===== src/rtl/sps_pkg.sv =====
package sps_pkg;

  typedef enum logic {
    DIR_LEFT  = 1'b0,
    DIR_RIGHT = 1'b1
  } sps_dir_e;

  typedef enum logic {
    MODE_PLAIN  = 1'b0,
    MODE_SIGNED = 1'b1
  } sps_mode_e;

endpackage


===== src/rtl/sps_core.sv =====
module sps_core
  import sps_pkg::*;
#(
  parameter int W = 8
) (
  input  logic [W-1:0] src,
  input  sps_dir_e     dir,
  input  sps_mode_e    mode,
  output logic [W-1:0] moved,
  output logic         spill
);

  localparam int TOP = W - 1;

  logic keep_sign;
  assign keep_sign = (mode == MODE_SIGNED);

  for (genvar i = 0; i < W; i++) begin : g_bit
    logic from_left;
    logic from_right;

    if (i == 0) begin : g_low
      assign from_left  = 1'b0;
      assign from_right = src[i+1];
    end else if (i == TOP) begin : g_top
      assign from_left  = keep_sign ? src[TOP] : src[TOP-1];
      assign from_right = keep_sign ? src[TOP] : 1'b0;
    end else begin : g_mid
      assign from_left  = src[i-1];
      assign from_right = src[i+1];
    end

    assign moved[i] = (dir == DIR_LEFT) ? from_left : from_right;
  end

  always_comb begin
    if (dir == DIR_RIGHT) begin
      spill = src[0];
    end else if (keep_sign) begin
      spill = src[TOP-1];
    end else begin
      spill = src[TOP];
    end
  end

endmodule


===== src/rtl/sps_outreg.sv =====
module sps_outreg #(
  parameter int W = 8
) (
  input  logic         clk,
  input  logic         rst,
  input  logic [W-1:0] d_word,
  input  logic         d_bit,
  output logic [W-1:0] q_word,
  output logic         q_bit
);

  always_ff @(posedge clk) begin
    if (rst) begin
      q_word <= '0;
      q_bit  <= 1'b0;
    end else begin
      q_word <= d_word;
      q_bit  <= d_bit;
    end
  end

endmodule


===== src/rtl/sps_shifter.sv =====
module sps_shifter
  import sps_pkg::*;
#(
  parameter int W = 8
) (
  input  logic         clk,
  input  logic         rst,
  input  logic [W-1:0] in_word,
  input  logic         in_dir,
  input  logic         in_mode,
  output logic [W-1:0] res_word,
  output logic         res_spill
);

  sps_dir_e     dir_q;
  sps_mode_e    mode_q;
  logic [W-1:0] next_word;
  logic         next_spill;

  assign dir_q  = sps_dir_e'(in_dir);
  assign mode_q = sps_mode_e'(in_mode);

  sps_core #(.W(W)) u_core (
    .src   (in_word),
    .dir   (dir_q),
    .mode  (mode_q),
    .moved (next_word),
    .spill (next_spill)
  );

  sps_outreg #(.W(W)) u_oreg (
    .clk    (clk),
    .rst    (rst),
    .d_word (next_word),
    .d_bit  (next_spill),
    .q_word (res_word),
    .q_bit  (res_spill)
  );

endmodule


===== config.mk =====
export PLATFORM = sky130hd
export DESIGN_NAME = sps_shifter
export DESIGN_NICKNAME = d
export VERILOG_FILES = /design/src/rtl/sps_pkg.sv /design/src/rtl/sps_core.sv /design/src/rtl/sps_outreg.sv /design/src/rtl/sps_shifter.sv
export SDC_FILE = /design/constraint.sdc
export NUM_CORES = 1
export LEC_CHECK = 0
export ABC_AREA = 1
export ABC_CLOCK_PERIOD_IN_PS = 800
export BUFFER_PORTS_ARGS = -buffer_cell sky130_fd_sc_hd__clkbuf_2
export CAP_MARGIN = 20
export CORE_AREA = 2 2 39 41
export CTS_BUF_LIST = sky130_fd_sc_hd__clkbuf_16
export DETAILED_ROUTE_END_ITERATION = 12
export DIE_AREA = 0 0 41 43
export HOLD_SLACK_MARGIN = 0.05
export PLACE_DENSITY = 0.51
export SKIP_LAST_GASP = 1
export SLEW_MARGIN = 30
export SYNTH_ARGS = -nofsm -noshare
export SYNTH_HDL_FRONTEND = slang
export SYNTH_SLANG_ARGS = --single-unit

===== constraint.sdc =====
create_clock -name clk -period 0.8 [get_ports clk]
set_input_delay 0.04 -clock clk [delete_from_list [all_inputs] [get_ports clk]]
set_output_delay 0.04 -clock clk [all_outputs]
set_load 0.005 [all_outputs]

# [Word-level counts from Yosys, hierarchy flattened]
# Cells that the tools add are included.
[op_classes] multipliers=0 add_sub_neg=0 reduce_logical=1 n_shift=0 eq_ne=0 div=0 order_cmp=0 mux=11 n_bitwise=1
[op_table] op="$mux W1" n=11
[op_table] op="$reduce_or A2 Y1" n=1
[op_table] op="$not A1 Y1" n=1
[totals] reg_bits=9 latchBits=0 mem_count=0 rom_bits=0 mem_bits_rw=0 output_inout_bits=9

# [Depth between registers and ports, before layout]
# Gate-level depths: netlist of run 1.
[logic_depth] ltp_word=2 ltp_mapped=4

# [By module]
# Synthesis of run 1 repeated with hierarchy kept, for this count alone.
[unflattened] cells_unflattened=56 area_unflattened_um2=377.9
[modules_own_cells] mod="sps_outreg" instances=1 cells_per_inst=28 seq_area_each_um2=180.2 area_each_um2=259.0
[modules_own_cells] mod="sps_core" instances=1 cells_per_inst=28 seq_area_each_um2=0.0 area_each_um2=118.9

# [Least setup slack after synthesis of run 1]
# No wires, ideal clock.
[synth_path] kind="input to register" startpoint="input port in_dir" endpoint="register u_oreg.q_bit" setup_slack_ns=0.355 cell_stages=4 t_arrival_ns=0.331 path_cell_list="inv_2 -> nand2_2 -> nor2_1 -> nor2_2"
[synth_between] elab_chain_len=1
[synth_lines] item="start, declared" line_no="sps_shifter.sv:9" source="input logic in_dir,"
[synth_lines] item="$mux W1" line_no="sps_core.sv:37" source="if (dir == DIR_RIGHT) begin"
[synth_lines] item="end signal, assigned" line_no="sps_outreg.sv:18" source="q_bit <= d_bit;"
[synth_lines] item="end, declared" line_no="sps_outreg.sv:9" source="output logic q_bit"
# No other way between the ends.
# A chain may end at the register's enable or synchronous reset.

# [Worst setup path in the final report of run 1]
[layout_path] startpoint="input port in_word[1]" endpoint="register u_oreg.q_word[2]"
[layout_between] elab_chain_len=1
[layout_lines] item="start, declared" line_no="sps_shifter.sv:8" source="input logic [W-1:0] in_word,"
[layout_lines] item="$mux W1" line_no="sps_core.sv:33" source="assign moved[i] = (dir == DIR_LEFT) ? from_left : from_right;"
[layout_lines] item="end signal, assigned" line_no="sps_outreg.sv:17" source="q_word <= d_word;"
[layout_lines] item="end, declared" line_no="sps_outreg.sv:8" source="output logic [W-1:0] q_word,"
# No other way between the ends.

==> flow_summary.ini, run 1 <==
[clock_tree]
htree_levels = 1
cts_hold_buf = 3
numCtsBuffers = 3
ctsResizeCount = 0
cts_tree = done
cts.clk_slew.worst_paths_ns = 0.04
clock-root-buffer = clkbuf_16
postCtsSetupBuffers = 0
cts_buffer_depth = 2
numClockSinks = 9

[finish]
mostFrequentLayoutCells = clkbuf_2 (20), nor2_1 (16), dfxtp_1 (9)
final_common_cell = clkbuf_2
multiInputGateArea_sq_um = 131
nets = 82
diodes = 0
seq_area_sq_um = 180
syn_to_final_growth_pct = 70.9
fin_util_pct = 39.9
n_fill_cell = 150
drive_gt1_share_pct = 39.1

[yosys]
ys_seq_elements = 9
yosysTopAreaCell = dfxtp_1
synthDistinctLibCells = 10
synth_top_area_share_pct = 55.8
synth_area_per_cell_sq_um = 7.69
synth_cells = 42
yosysWarnings = 0
syn-num-nets = 54
syn-cell-area_sq_um = 323
yosysSeqAreaShare_pct = 55.8
yosys-top-cells-area = dfxtp_1 (56%), nor2_1 (19%), o21ai_0 (9.3%)

[floorplan]
dieArea_sq_mm = 0.00176
rows = 14
initial_utilization_pct = 23.3
die_w_microns = 41
core_area_sq_mm = 0.00138
fp.dieH_microns = 43
ioPinCount = 21

[pwr]
power_mw = 1.49
ir_drop_uv = 1300
cellLeakagePower_nw = 0.289
power_density_mw_per_mm2 = 2700

[placement]
dp_slack_ns = 0.130
dp_hpwl_microns = 535
place_congestion = 0.737
numPortBuffers = 20

[sta]
period_share_pct = 95.6
max_freq_mhz = 1310
hold_viol_final = 0
fin_tns_setup_ns = 0
layout_setup_ws_ns = 0.0351
relSlewSlack_pct = 86.8
min_period_ns = 0.765
setup_viol = 0
tightest_slew_ns = 0.198
finalMaxSlewViolations = 0
rsz0062_at_grt = no

[drt]
wire_per_inst_microns = 8.58
routed_wirelength_microns = 729
ant_nets = 0
vias_per_cell = 3.92
drtPass1Iterations = 2
drt_iter0_drc = 2
drcViolationCount = 0
vias = 333

[setup_path]
path_max_fanout = 2
cp_num_buf_inv = 2
path_delay_family = buffers and inverters
path_cells = dlygate4sd3_1 > clkbuf_2 > o21ai_0 > nor2_1
path_class = input port to flip-flop
crit_path_top_delay_cell = dlygate4sd3_1
cp.arrival_ns = 0.89
cp.required_ns = 0.93
critPathMaxStageDelay_ns = 0.53
crit_path_end_kind = flip-flop
worstSetupStartpointType = input port

[run_status]
status = complete, no violations

[global_routing]
track_usage_pct = 11.1
overflow = 0
grt_max_degree = 10
grt_pass1_vias = 259
grt_first_pass_wirelength_mm = 1.06
antenna_found_initial = 0

[min_path]
hp-class = input port to flip-flop

[job]
drv_cap = 0
-- layer usage --
metal	wire length, microns	track usage [%]	share of wire [%]	vias up
met5	0	0	0	-
met3	80	9.42	11	5
li1	-	-	-	184
met2	317	12.2	43	15
met4	51	16.0	7.0	0
met1	280	9.65	38	129
-- final cells by class --
| type | count | area share [%] |
|---|---|---|
| inverter | 3 | 2.04 |
| timing repair buffer | 23 | 23.6 |
| clock inverter | 1 | 0.680 |
| tap | 16 | 3.63 |
| sequential | 9 | 32.7 |
| clock buffer | 3 | 13.6 |
| multi-input combinational | 30 | 23.8 |
-- stage by stage --
stage / std cells / cell area, sq um / hold slack [ns]
after global placement: 78 / 443 / 0.219
after global routing: 85 / 552 / 0.0538
after floorplan: 42 / 323 / 0.112
after CTS: 85 / 552 / 0.0564
after detailed placement: 78 / 443 / 0.219
final: 85 / 552 / 0.0521
-- logic make-up after synthesis --
logic type / count (synthesis) / share of synthesized area [%]
buffers and inverters: 3 / 3.49
flip-flops: 9 / 55.8
AO/OA/AOI/OAI: 8 / 13.6
AND/OR/NAND/NOR: 22 / 27.1
-- sequential cells by signal, indices dropped and copies added (netlist names) --
| register | count |
|---|---|
| u_oreg.q_bit | 1 |
| u_oreg.q_word | 8 |
-- cells in the mapped netlist --
library cell   n
o21ai_0        6
inv_1          2
nor2_2         1
o21ai_2        1
dfxtp_1        9
nor2_1        16
nand2_2        1
a21oi_1        1
inv_2          1
nand2_1        4
-- report_power, final --
part           internal [mW]  leakage, nW  switching (mW)
Combinational         0.0697        0.172          0.0694
Clock                  0.652       0.0423           0.212
Sequential             0.481       0.0750         0.00631
-- tightest hold or removal path, delay by kind of cell --
kind	cells	cell delay (ns)
simple gates	2	0.12
buf+inv	1	0.09
-- final timing paths --
| kind | startpoint | to | slack, ns | cells after the start |
|---|---|---|---|---|
| worst max-delay path | in_word[1] | u_oreg.q_word[2] | 0.04 | 4 |
| worst min-delay path | in_word[7] | u_oreg.q_word[6] | 0.05 | 3 |
Note: power is estimated with default switching activity, not from simulation.
==> inputs of run 2 (changes only) <==
--- a/config.mk
+++ b/config.mk
@@ -5,7 +5,6 @@
 export SDC_FILE = /design/constraint.sdc
 export NUM_CORES = 1
 export LEC_CHECK = 0
-export ABC_AREA = 1
 export ABC_CLOCK_PERIOD_IN_PS = 800
 export BUFFER_PORTS_ARGS = -buffer_cell sky130_fd_sc_hd__clkbuf_2
 export CAP_MARGIN = 20
@@ -13,8 +12,9 @@
 export CTS_BUF_LIST = sky130_fd_sc_hd__clkbuf_16
 export DETAILED_ROUTE_END_ITERATION = 12
 export DIE_AREA = 0 0 41 43
+export GPL_TIMING_DRIVEN = 1
 export HOLD_SLACK_MARGIN = 0.05
-export PLACE_DENSITY = 0.51
+export PLACE_DENSITY = 0.52
 export SKIP_LAST_GASP = 1
 export SLEW_MARGIN = 30
 export SYNTH_ARGS = -nofsm -noshare
==> run 2 against run 1 <==
Against the previous run: sequential power about the same; wire length down 7.5%; via count down 12%; sequential share of layout area up 0.76 points; synthesized cell count down 24%; sequential cell count unchanged; clock power about the same; count of clock-buffer cells in the layout unchanged; critical path type unchanged; critical endpoint unchanged.
==> flow_summary.ini, run 2 <==
[yosys]
synth-simple-area-share_pct = 14.8
synth_fa_ha_area_share_pct = 0
syn-cell-area_sq_um = 330
synth_cells = 32
synthFlopType = dfxtp_1
synth_top_area_share_pct = 54.5
async_flop_share_pct = 0
ys_seq_elements = 9
synth_edf_count = 0
yosysTopAreaCell = dfxtp_1
synth_area_per_cell_sq_um = 10.3
yosys-top-cells-area = dfxtp_1 (55%), mux2i_1 (21%), nor2_1 (8.0%)
synth_common_cells = dfxtp_1 (9), mux2i_1 (7), nor2_1 (7)
synth-compound-area-share_pct = 3.79
yosysSeqAreaShare_pct = 54.5
yosysWarnings = 0
syn-num-nets = 44
synthDistinctLibCells = 11
synth.most_common_cell = dfxtp_1
synth_mux_area_share_pct = 21.2
synth_top_family_by_area = multiplexers
synth_xor_xnor_area_share_pct = 0

[drt]
vias = 294
drtPass1Iterations = 1
drcViolationCount = 0
wire_per_inst_microns = 9.23
ant_nets = 0
drt_iter0_drc = 0
routed_wirelength_microns = 674
vias_per_cell = 4.03

[floorplan]
fp.dieH_microns = 43
dieArea_sq_mm = 0.00176
core_area_sq_mm = 0.00138
die_w_microns = 41
ioPinCount = 21
initial_utilization_pct = 23.9
rows = 14

[sta]
rsz0062_at_grt = no
layout_setup_ws_ns = 0.0779
period_share_pct = 90.3
fin_tns_setup_ns = 0
max_freq_mhz = 1380
min_period_ns = 0.722
hold_viol_final = 0
finalMaxSlewViolations = 0
setup_viol = 0
relSlewSlack_pct = 87.9
tightest_slew_ns = 0.182

[clock_tree]
postCtsSetupBuffers = 0
cts_tree = done
htree_levels = 1
cts_hold_buf = 1
numCtsBuffers = 3
numClockSinks = 9
cts.clk_slew.worst_paths_ns = 0.04
clock-root-buffer = clkbuf_16
ctsResizeCount = 0
cts_buffer_depth = 2

[finish]
top_regs = u_oreg.q_word (8), u_oreg.q_bit (1)
regMostFlops = u_oreg.q_word
final_common_cell = clkbuf_2
largest_reg_flops = 8
diodes = 0
n_fill_cell = 146
syn_to_final_growth_pct = 63.3
mostFrequentLayoutCells = clkbuf_2 (20), dfxtp_1 (9), mux2i_1 (7), nor2_1 (7), clkbuf_16 (3)
drive_gt1_share_pct = 43.9
nets = 70

[placement]
numPortBuffers = 20
place_congestion = 0.611
dp_slack_ns = 0.0818
dp_hpwl_microns = 500

[global_routing]
grt_max_degree = 10
grt_first_pass_wirelength_mm = 1.02
overflow = 0
grt_pass1_vias = 255
antenna_found_initial = 0
track_usage_pct = 9.43

[job]
drv_cap = 0

[setup_path]
crit_path_top_delay_cell = dlygate4sd3_1
cp.arrival_ns = 0.84
path_max_fanout = 2
path_class = input port to flip-flop
path_cells = dlygate4sd3_1 > clkbuf_2 > mux2i_1 > nor2_1
cp_num_buf_inv = 2
critPathMaxStageDelay_ns = 0.53
cp.required_ns = 0.92
path_delay_family = buffers and inverters
worstSetupStartpointType = input port
crit_path_end_kind = flip-flop

[pwr]
pwr-share-comb_pct = 8.9
p_switching_mw = 0.278
clockPowerShare_pct = 58.3
intPower_mw = 1.21
power_mw = 1.48
ir_drop_uv = 773
power_density_mw_per_mm2 = 2750
netSwitchingFraction_pct = 18.8
cellLeakagePower_nw = 0.289
seqPwrFrac_pct = 32.8

[min_path]
hp-class = input port to flip-flop

[run_status]
status = complete, no violations
-- run 2: cell count changes in the layout (fill, tap and decap cells not counted), moves of 2 or more --
cell | before | now
buf_4 | 0 | 2
dlygate4sd3_1 | 3 | 1
mux2i_1 | 0 | 7
nand2_1 | 4 | 2
nor2_1 | 16 | 7
o21ai_0 | 6 | 0
-- run 2: power groups by stage --
stage          sequential [mW]  clock, mW  combinational [mW]
2_1_floorplan            0.498          0              0.0568
3_3_place_gp             0.493          0               0.130
3_5_place_dp             0.494          0               0.130
4_1_cts                  0.487      0.880               0.135
5_1_grt                  0.490      0.904               0.150
6_report                 0.487      0.865               0.132
-- run 2: cells by family after synthesis --
group | count (synthesis)
flip-flops | 9
multiplexers | 7
AO/OA/AOI/OAI | 2
buffers and inverters | 3
AND/OR/NAND/NOR | 11
-- run 2: layer usage --
metal | share of wire [%] | up-vias | GRT usage, %
li1 | - | 155 | -
met1 | 48 | 119 | 10.6
met2 | 38 | 15 | 11.3
met3 | 8.5 | 5 | 3.66
met4 | 5.9 | 0 | 12.0
met5 | 0 | - | 0
-- run 2: per-stage QoR --
step	instance area (sq um)	cells	hold slack, ns	util, %
after floorplan	330	32	0.161	-
after global placement	450	68	0.270	32.5
after detailed placement	450	68	0.267	32.5
after CTS	539	73	0.0645	39.0
after global routing	539	73	0.0794	39.0
final	539	73	0.0627	39.0
-- run 2: layout make-up --
class / count / area, sq um / area share, %
Tap cell: 16 / 20.0 / 3.71
Clock inverter: 1 / 3.75 / 0.696
Sequential cell: 9 / 180 / 33.4
Timing Repair Buffer: 23 / 125 / 23.2
Clock buffer: 3 / 75.1 / 13.9
Inverter: 1 / 3.75 / 0.696
Multi-Input combinational cell: 20 / 131 / 24.4
-- run 2: worst paths after layout --
| kind | cells after the start | end | from | slack, ns |
|---|---|---|---|---|
| hold / removal | 3 | u_oreg.q_word[5] | in_word[4] | 0.06 |
| setup / recovery | 4 | u_oreg.q_word[2] | in_word[1] | 0.08 |
-- run 2: worst min-delay path, cell delays in order --
cell and delay, ns:
clkbuf_2 0.09, mux2i_1 0.06, nor2_1 0.07
